File: src/rtl/arbid_pkg.sv
package arbid_pkg;
  localparam int unsigned ID_W     = 4;
  localparam int unsigned REG_W    = 32;
  localparam int unsigned FIELD_LO = 24;
  localparam int unsigned FIELD_HI = FIELD_LO + ID_W - 1;

  typedef logic [ID_W-1:0]  arb_id_t;
  typedef logic [REG_W-1:0] reg_word_t;

  typedef enum logic [1:0] {
    UPD_HOLD   = 2'd0,
    UPD_RELOAD = 2'd1,
    UPD_ROUND  = 2'd2
  } upd_sel_e;
endpackage

File: src/rtl/arbid_rotate.sv
module arbid_rotate #(
  parameter int unsigned ID_W = 4
) (
  input  logic [ID_W-1:0] cur_id_i,
  input  logic            won_i,
  input  logic [ID_W-1:0] winner_id_i,
  output logic [ID_W-1:0] nxt_id_o
);
  logic below_winner;

  assign below_winner = cur_id_i < winner_id_i;

  always_comb begin
    if (won_i)             nxt_id_o = '0;
    else if (below_winner) nxt_id_o = cur_id_i + ID_W'(1);
    else                   nxt_id_o = cur_id_i;
  end
endmodule

File: src/rtl/arbid_regfmt.sv
module arbid_regfmt #(
  parameter int unsigned ID_W     = 4,
  parameter int unsigned REG_W    = 32,
  parameter int unsigned FIELD_LO = 24
) (
  input  logic [ID_W-1:0]  id_i,
  output logic [REG_W-1:0] word_o
);
  localparam int unsigned FIELD_HI = FIELD_LO + ID_W - 1;

  for (genvar b = 0; b < REG_W; b++) begin : g_bit
    if (b >= FIELD_LO && b <= FIELD_HI) begin : g_fld
      assign word_o[b] = id_i[b-FIELD_LO];
    end else begin : g_zero
      assign word_o[b] = 1'b0;
    end
  end
endmodule

File: src/rtl/arbid_tracker.sv
module arbid_tracker
  import arbid_pkg::*;
#(
  parameter int unsigned P_ID_W     = ID_W,
  parameter int unsigned P_REG_W    = REG_W,
  parameter int unsigned P_FIELD_LO = FIELD_LO
) (
  input  logic                 clk_i,
  input  logic                 rst_ni,
  input  logic                 id_we_i,
  input  logic [P_ID_W-1:0]    id_wdata_i,
  input  logic                 arb_done_i,
  input  logic                 arb_won_i,
  input  logic [P_ID_W-1:0]    winner_id_i,
  output logic [P_ID_W-1:0]    arb_id_o,
  output logic [P_REG_W-1:0]   reg_rdata_o
);
  logic [P_ID_W-1:0] id_q, id_d, rot_id;
  upd_sel_e          sel;

  arbid_rotate #(.ID_W(P_ID_W)) u_rot (
    .cur_id_i    (id_q),
    .won_i       (arb_won_i),
    .winner_id_i (winner_id_i),
    .nxt_id_o    (rot_id)
  );

  // software reload outranks a round finishing in the same cycle
  always_comb begin
    if (id_we_i)         sel = UPD_RELOAD;
    else if (arb_done_i) sel = UPD_ROUND;
    else                 sel = UPD_HOLD;
  end

  always_comb begin
    unique case (sel)
      UPD_RELOAD: id_d = id_wdata_i;
      UPD_ROUND:  id_d = rot_id;
      default:    id_d = id_q;
    endcase
  end

  always_ff @(posedge clk_i or negedge rst_ni) begin
    if (!rst_ni) id_q <= '0;
    else         id_q <= id_d;
  end

  arbid_regfmt #(.ID_W(P_ID_W), .REG_W(P_REG_W), .FIELD_LO(P_FIELD_LO)) u_fmt (
    .id_i   (id_q),
    .word_o (reg_rdata_o)
  );

  assign arb_id_o = id_q;
endmodule

File: config.mk
export PLATFORM = sky130hd
export DESIGN_NAME = arbid_tracker
export DESIGN_NICKNAME = d
export VERILOG_FILES = /design/src/rtl/arbid_pkg.sv /design/src/rtl/arbid_rotate.sv /design/src/rtl/arbid_regfmt.sv /design/src/rtl/arbid_tracker.sv
export SDC_FILE = /design/constraint.sdc
export NUM_CORES = 1
export LEC_CHECK = 0
export CELL_PAD_IN_SITES_DETAIL_PLACEMENT = 1
export CELL_PAD_IN_SITES_GLOBAL_PLACEMENT = 1
export CORE_MARGIN = 8
export CORE_UTILIZATION = 22
export CTS_CLUSTER_SIZE = 20
export DETAILED_ROUTE_END_ITERATION = 7
export PLACE_DENSITY = 0.84
export SYNTH_ARGS = -nofsm -noshare
export SYNTH_HDL_FRONTEND = slang
export SYNTH_HIERARCHICAL = 1
export SYNTH_SLANG_ARGS = --single-unit
File: constraint.sdc
create_clock -name clk_i -period 2.9 [get_ports clk_i]
set_clock_uncertainty 0.2 [all_clocks]
set_input_delay 0.29 -clock clk_i [delete_from_list [all_inputs] [get_ports clk_i]]
set_output_delay 0.29 -clock clk_i [all_outputs]
set_load 0.02 [all_outputs]
Word level (Yosys, flattened, before mapping). Index checks and enable logic that the tools add are counted.

Register bits after elaboration: 4. Output and inout bits: 36. Word-level logic and storage cells: 13.

Add/sub/neg operators: 1. Order comparisons: 1. Eq/ne operators: 3. Multiplexer cells: 5. Reductions and logical operators: 2.

Operators with widths (number): two-way mux 4 bit (2); case mux 4 bit (2 select lines) (1); adder 4 x 1 -> 4 bit, second input constant (1); less-than comparator 4 bit (1); two-way mux 2 bit (2); inequality test 3 x 2 -> 1 bit, second input constant (1); == test 2 x 1 -> 1 bit, second input constant (1); == test 2 bit, second input constant (1); AND reduction 2 bit (1); nonzero test 2 bit (1).

Depth between registers and ports, before layout.
Word-level depth: 5. Depth in mapped cells: 7. Gate-level depth less buffers: 7.

Cells and area by module. Netlist, hierarchy kept.

Modules (own cells, without submodules): arbid_regfmt (times used 1, cells an instance 33, area an instance 244.0 um2); arbid_rotate (times used 1, cells an instance 27, area an instance 220.2 um2); arbid_tracker (times used 1, cells an instance 17, area an instance 186.4 um2).

Least setup slack after synthesis. OpenSTA, ideal clock, no wires.

Path type: reg2reg. From: register id_q[1] (netlist: arb_id_o[1]). To: register id_q[2] (netlist: arb_id_o[2]). Library setup time: 0.121 ns. Data arrival time: 1.853 ns. Slack: 0.726 ns. Stages on the path, launching flop included: 7. Clock period less this slack: 2.174 ns. Cells stage by stage: dfrtp_1 > ha_1 > or3b_4 > a211oi_2 > mux2_1 > mux2i_1 > o21ai_1.

Cells in the longest elaborated chain, start to end: 4. Elaborated cells between the ends (all ways): 7. Those cells by class: 1 x add/sub; 1 x order compare; 1 x eq/ne; 3 x mux; 1 x reduce/logical.

Ends and longest elaborated chain: from (decl) (line arbid_tracker.sv:18) `logic [P_ID_W-1:0] id_q, id_d, rot_id;`; from (signal assigned) (line arbid_tracker.sv:45) `else id_q <= id_d;`; adder 4 x 1 -> 4 bit (line arbid_rotate.sv:15) `else if (below_winner) nxt_id_o = cur_id_i + ID_W'(1);`; two-way mux 4 bit (line arbid_rotate.sv:15); two-way mux 4 bit (line arbid_rotate.sv:14) `if (won_i) nxt_id_o = '0;`; net rot_id[2] (line arbid_tracker.sv:18); case mux 4 bit (2 select lines) (line arbid_tracker.sv:36) `unique case (sel)`.

The timed path passes the listed nets, and every way through them passes these cells. The select of a mux whose other input is x is not followed. A chain may end at the register's enable or synchronous reset.

Worst setup path in the final report.
From: input winner_id_i[1]. To: register id_q[3] (netlist: arb_id_o[3]).

Cells in the longest elaborated chain, start to end: 3.

Ends and longest elaborated chain: from (decl) (line arbid_tracker.sv:14) `input logic [P_ID_W-1:0] winner_id_i,`; less-than comparator 4 bit (line arbid_rotate.sv:11) `assign below_winner = cur_id_i < winner_id_i;`; inequality test 3 x 2 -> 1 bit (no line); AND reduction 2 bit (no line).

Every way passes these cells.

==> impl_metrics.ini <==
[synthesis]
synth_cell_types = 20
ys_warn_count = 6
synth_top_area_share_pct = 36.9
yosysTopAreaCell = buf_4
synth_cells = 77
synthTopCellsByArea = buf_4 (37%), dfrtp_1 (15%), ha_1 (7.7%), mux2i_1 (7.7%), mux2_2 (3.5%)
synth.avg_cell_area_um2 = 8.45
ys_seq_area_share_pct = 15.4
netlist_area_um2 = 651
synth_seq_cells = 4

[critical_path]
required_ns = 2.80
critical_path_class = input port to register
crit_arrival_ns = 2.23
r2r_slack_ns = 0.65
path_max_fanout = 3
critPathLaunch = winner_id_i[1]
endpoint_kind = register
cp-start-kind = input port
reg2reg_depth = 6
worst_r2r_endpoint = arb_id_o[3]
timing.rr.start = arb_id_o[1]

[power]
p_leak_nw = 0.390
sw_frac_of_total_pct = 40.6
comb_power_share_pct = 50.6
p_per_area_nw_per_um2 = 373
sequentialPowerShare_pct = 25.9
p_int_uw = 169
p_clk_share_pct = 23.5
peakVddDrop_uv = 131
p_sw_uw = 115

[grt]
antenna_found_initial = 0
grt_pass1_vias = 564
grt-ovfl-total = 0
top_usage_layer = met2
grt_pass1_wl_mm = 2.52
use_met3_pct = 2.97
grt_start_max_net_pins = 9
grt.met1_usage_pct = 6.29
grtUsageMet2_pct = 10.2
grt_usage_pct = 6.09

[cells_and_area]
largest_register_ffs = 4
area_growth_pct = 17.1
final_core_util_pct = 27.4
layout_commonest_cell = conb_1
antennaDiodeCount = 0
drive_gt1_share_pct = 9.57
layout_common_cells = conb_1 (28), clkdlybuf4s50_1 (20), mux2i_1 (5), nand2_1 (5)
fin_nets = 113
design_area_um2 = 762

[place]
pre_cts_ws_ns = 0.329
port-buffer-count = 20
postPlaceCellArea_um2 = 739
globalplace.congestion = 0.726
hpwl_mm = 1.35

[die]
io_pins = 49
die_x_um = 70.4
rows = 19
die_h_um = 70.4
dieArea_um2 = 4950
core_area_um2 = 2780
start_util_pct = 23.4

[clocking]
htree_levels = 1
clock-sinks = 4
cts_resized = 0
post_cts_buffers = 0
clkTransAtPathRegs_ns = 0.04
cts_tree = built
worstSkewPairLatency_ns = 0.23
root_buffer = clkbuf_4
cts_hold_buf = 0
tritoncts.num_buffers = 3
cts_buffer_depth = 2

[sta]
fin_hold_ws_ns = 0.0667
rsz0062_at_grt = false
period_needed_ns = 2.32
fin_crit_sh_pct = 80.1
clock.fmax_mhz = 430
setup_viol = 0
hold_viol_final = 0
setup_slack_ns = 0.577
final.setup.tns_ns = 0
maxSlewViolCount = 0

[drt]
wl_per_cell_um = 12.1
drc_errors = 0
drtIter0Drc = 16
wl_mm = 1.51
antenna_left = 0
vias = 462
viasPerCell = 3.70
dr.pass1.iters = 4

[status]
status = finished clean

[hold_path]
hp-class = input port to async pin

[run]
max-cap-violations = 0
-- metal layers --
layer / part of all wire (%) / vias to the layer above / routed length [um]
met5: 0 / - / 0
met3: 11 / 0 / 167
li1: - / 225 / -
met1: 41 / 206 / 622
met2: 48 / 31 / 725
met4: 0 / 0 / 0
-- synthesized netlist by cell type (all sizes together) --
cell,n
nand2,5
o211a,1
a21oi,1
mux2,3
or3b,1
nand2b,2
mux2i,5
nor2,3
inv,4
ha,4
buf,33
o21ai,4
a211oi,1
nor4b,1
nor2b,3
conb,1
a21o,1
dfrtp,4
-- how the worst max path moves through the flow --
stage / endpoint / slack, ns / cells past startpoint
final: arb_id_o[3] / 0.58 / 8
after global placement: arb_id_o[2] / 0.39 / 8
after CTS: arb_id_o[3] / 0.57 / 8
after detailed placement: arb_id_o[3] / 0.33 / 8
after global routing: arb_id_o[2] / 0.45 / 8
after floorplan: arb_id_o[2] / 0.73 / 6
-- per-stage QoR --
stage | power, mW | instances
4_1_cts | 0.289 | 125
2_1_floorplan | 0.201 | 104
6_report | 0.284 | 125
3_3_place_gp | 0.213 | 122
5_1_grt | 0.310 | 125
3_5_place_dp | 0.218 | 122
-- logic make-up after synthesis --
| family | synth area share (%) |
|---|---|
| simple gates | 13.5 |
| buf+inv | 41.0 |
| other cells | 0.576 |
| mux | 12.9 |
| compound gates | 9.04 |
| flops | 15.4 |
| fa+ha+maj | 7.69 |
-- final cells by class --
type / count / area (um^2)
clock buffer: 3 / 22.5
sequential: 4 / 100
tap: 31 / 38.8
multi-input combinational: 63 / 385
timing repair buffer: 20 / 200
inverter: 4 / 15.0
fill: 347 / 2020
-- critical path, stage by stage --
cell and delay, ns:
clkdlybuf4s50_1 0.45, inv_1 0.04, ha_1 0.29, o211a_1 0.26, nor4b_2 0.31, mux2_2 0.36
mux2i_1 0.15, o21ai_1 0.07
-- power groups by stage --
stage                     logic [mW]  clock network [mW]  registers [mW]
after floorplan                0.123                   0          0.0786
after global routing           0.158              0.0770          0.0754
final                          0.144              0.0669          0.0736
after global placement         0.140                   0          0.0733
after CTS                      0.144              0.0714          0.0739
after detailed placement       0.144                   0          0.0744
No activity file was read; power rests on OpenSTA's default activity.
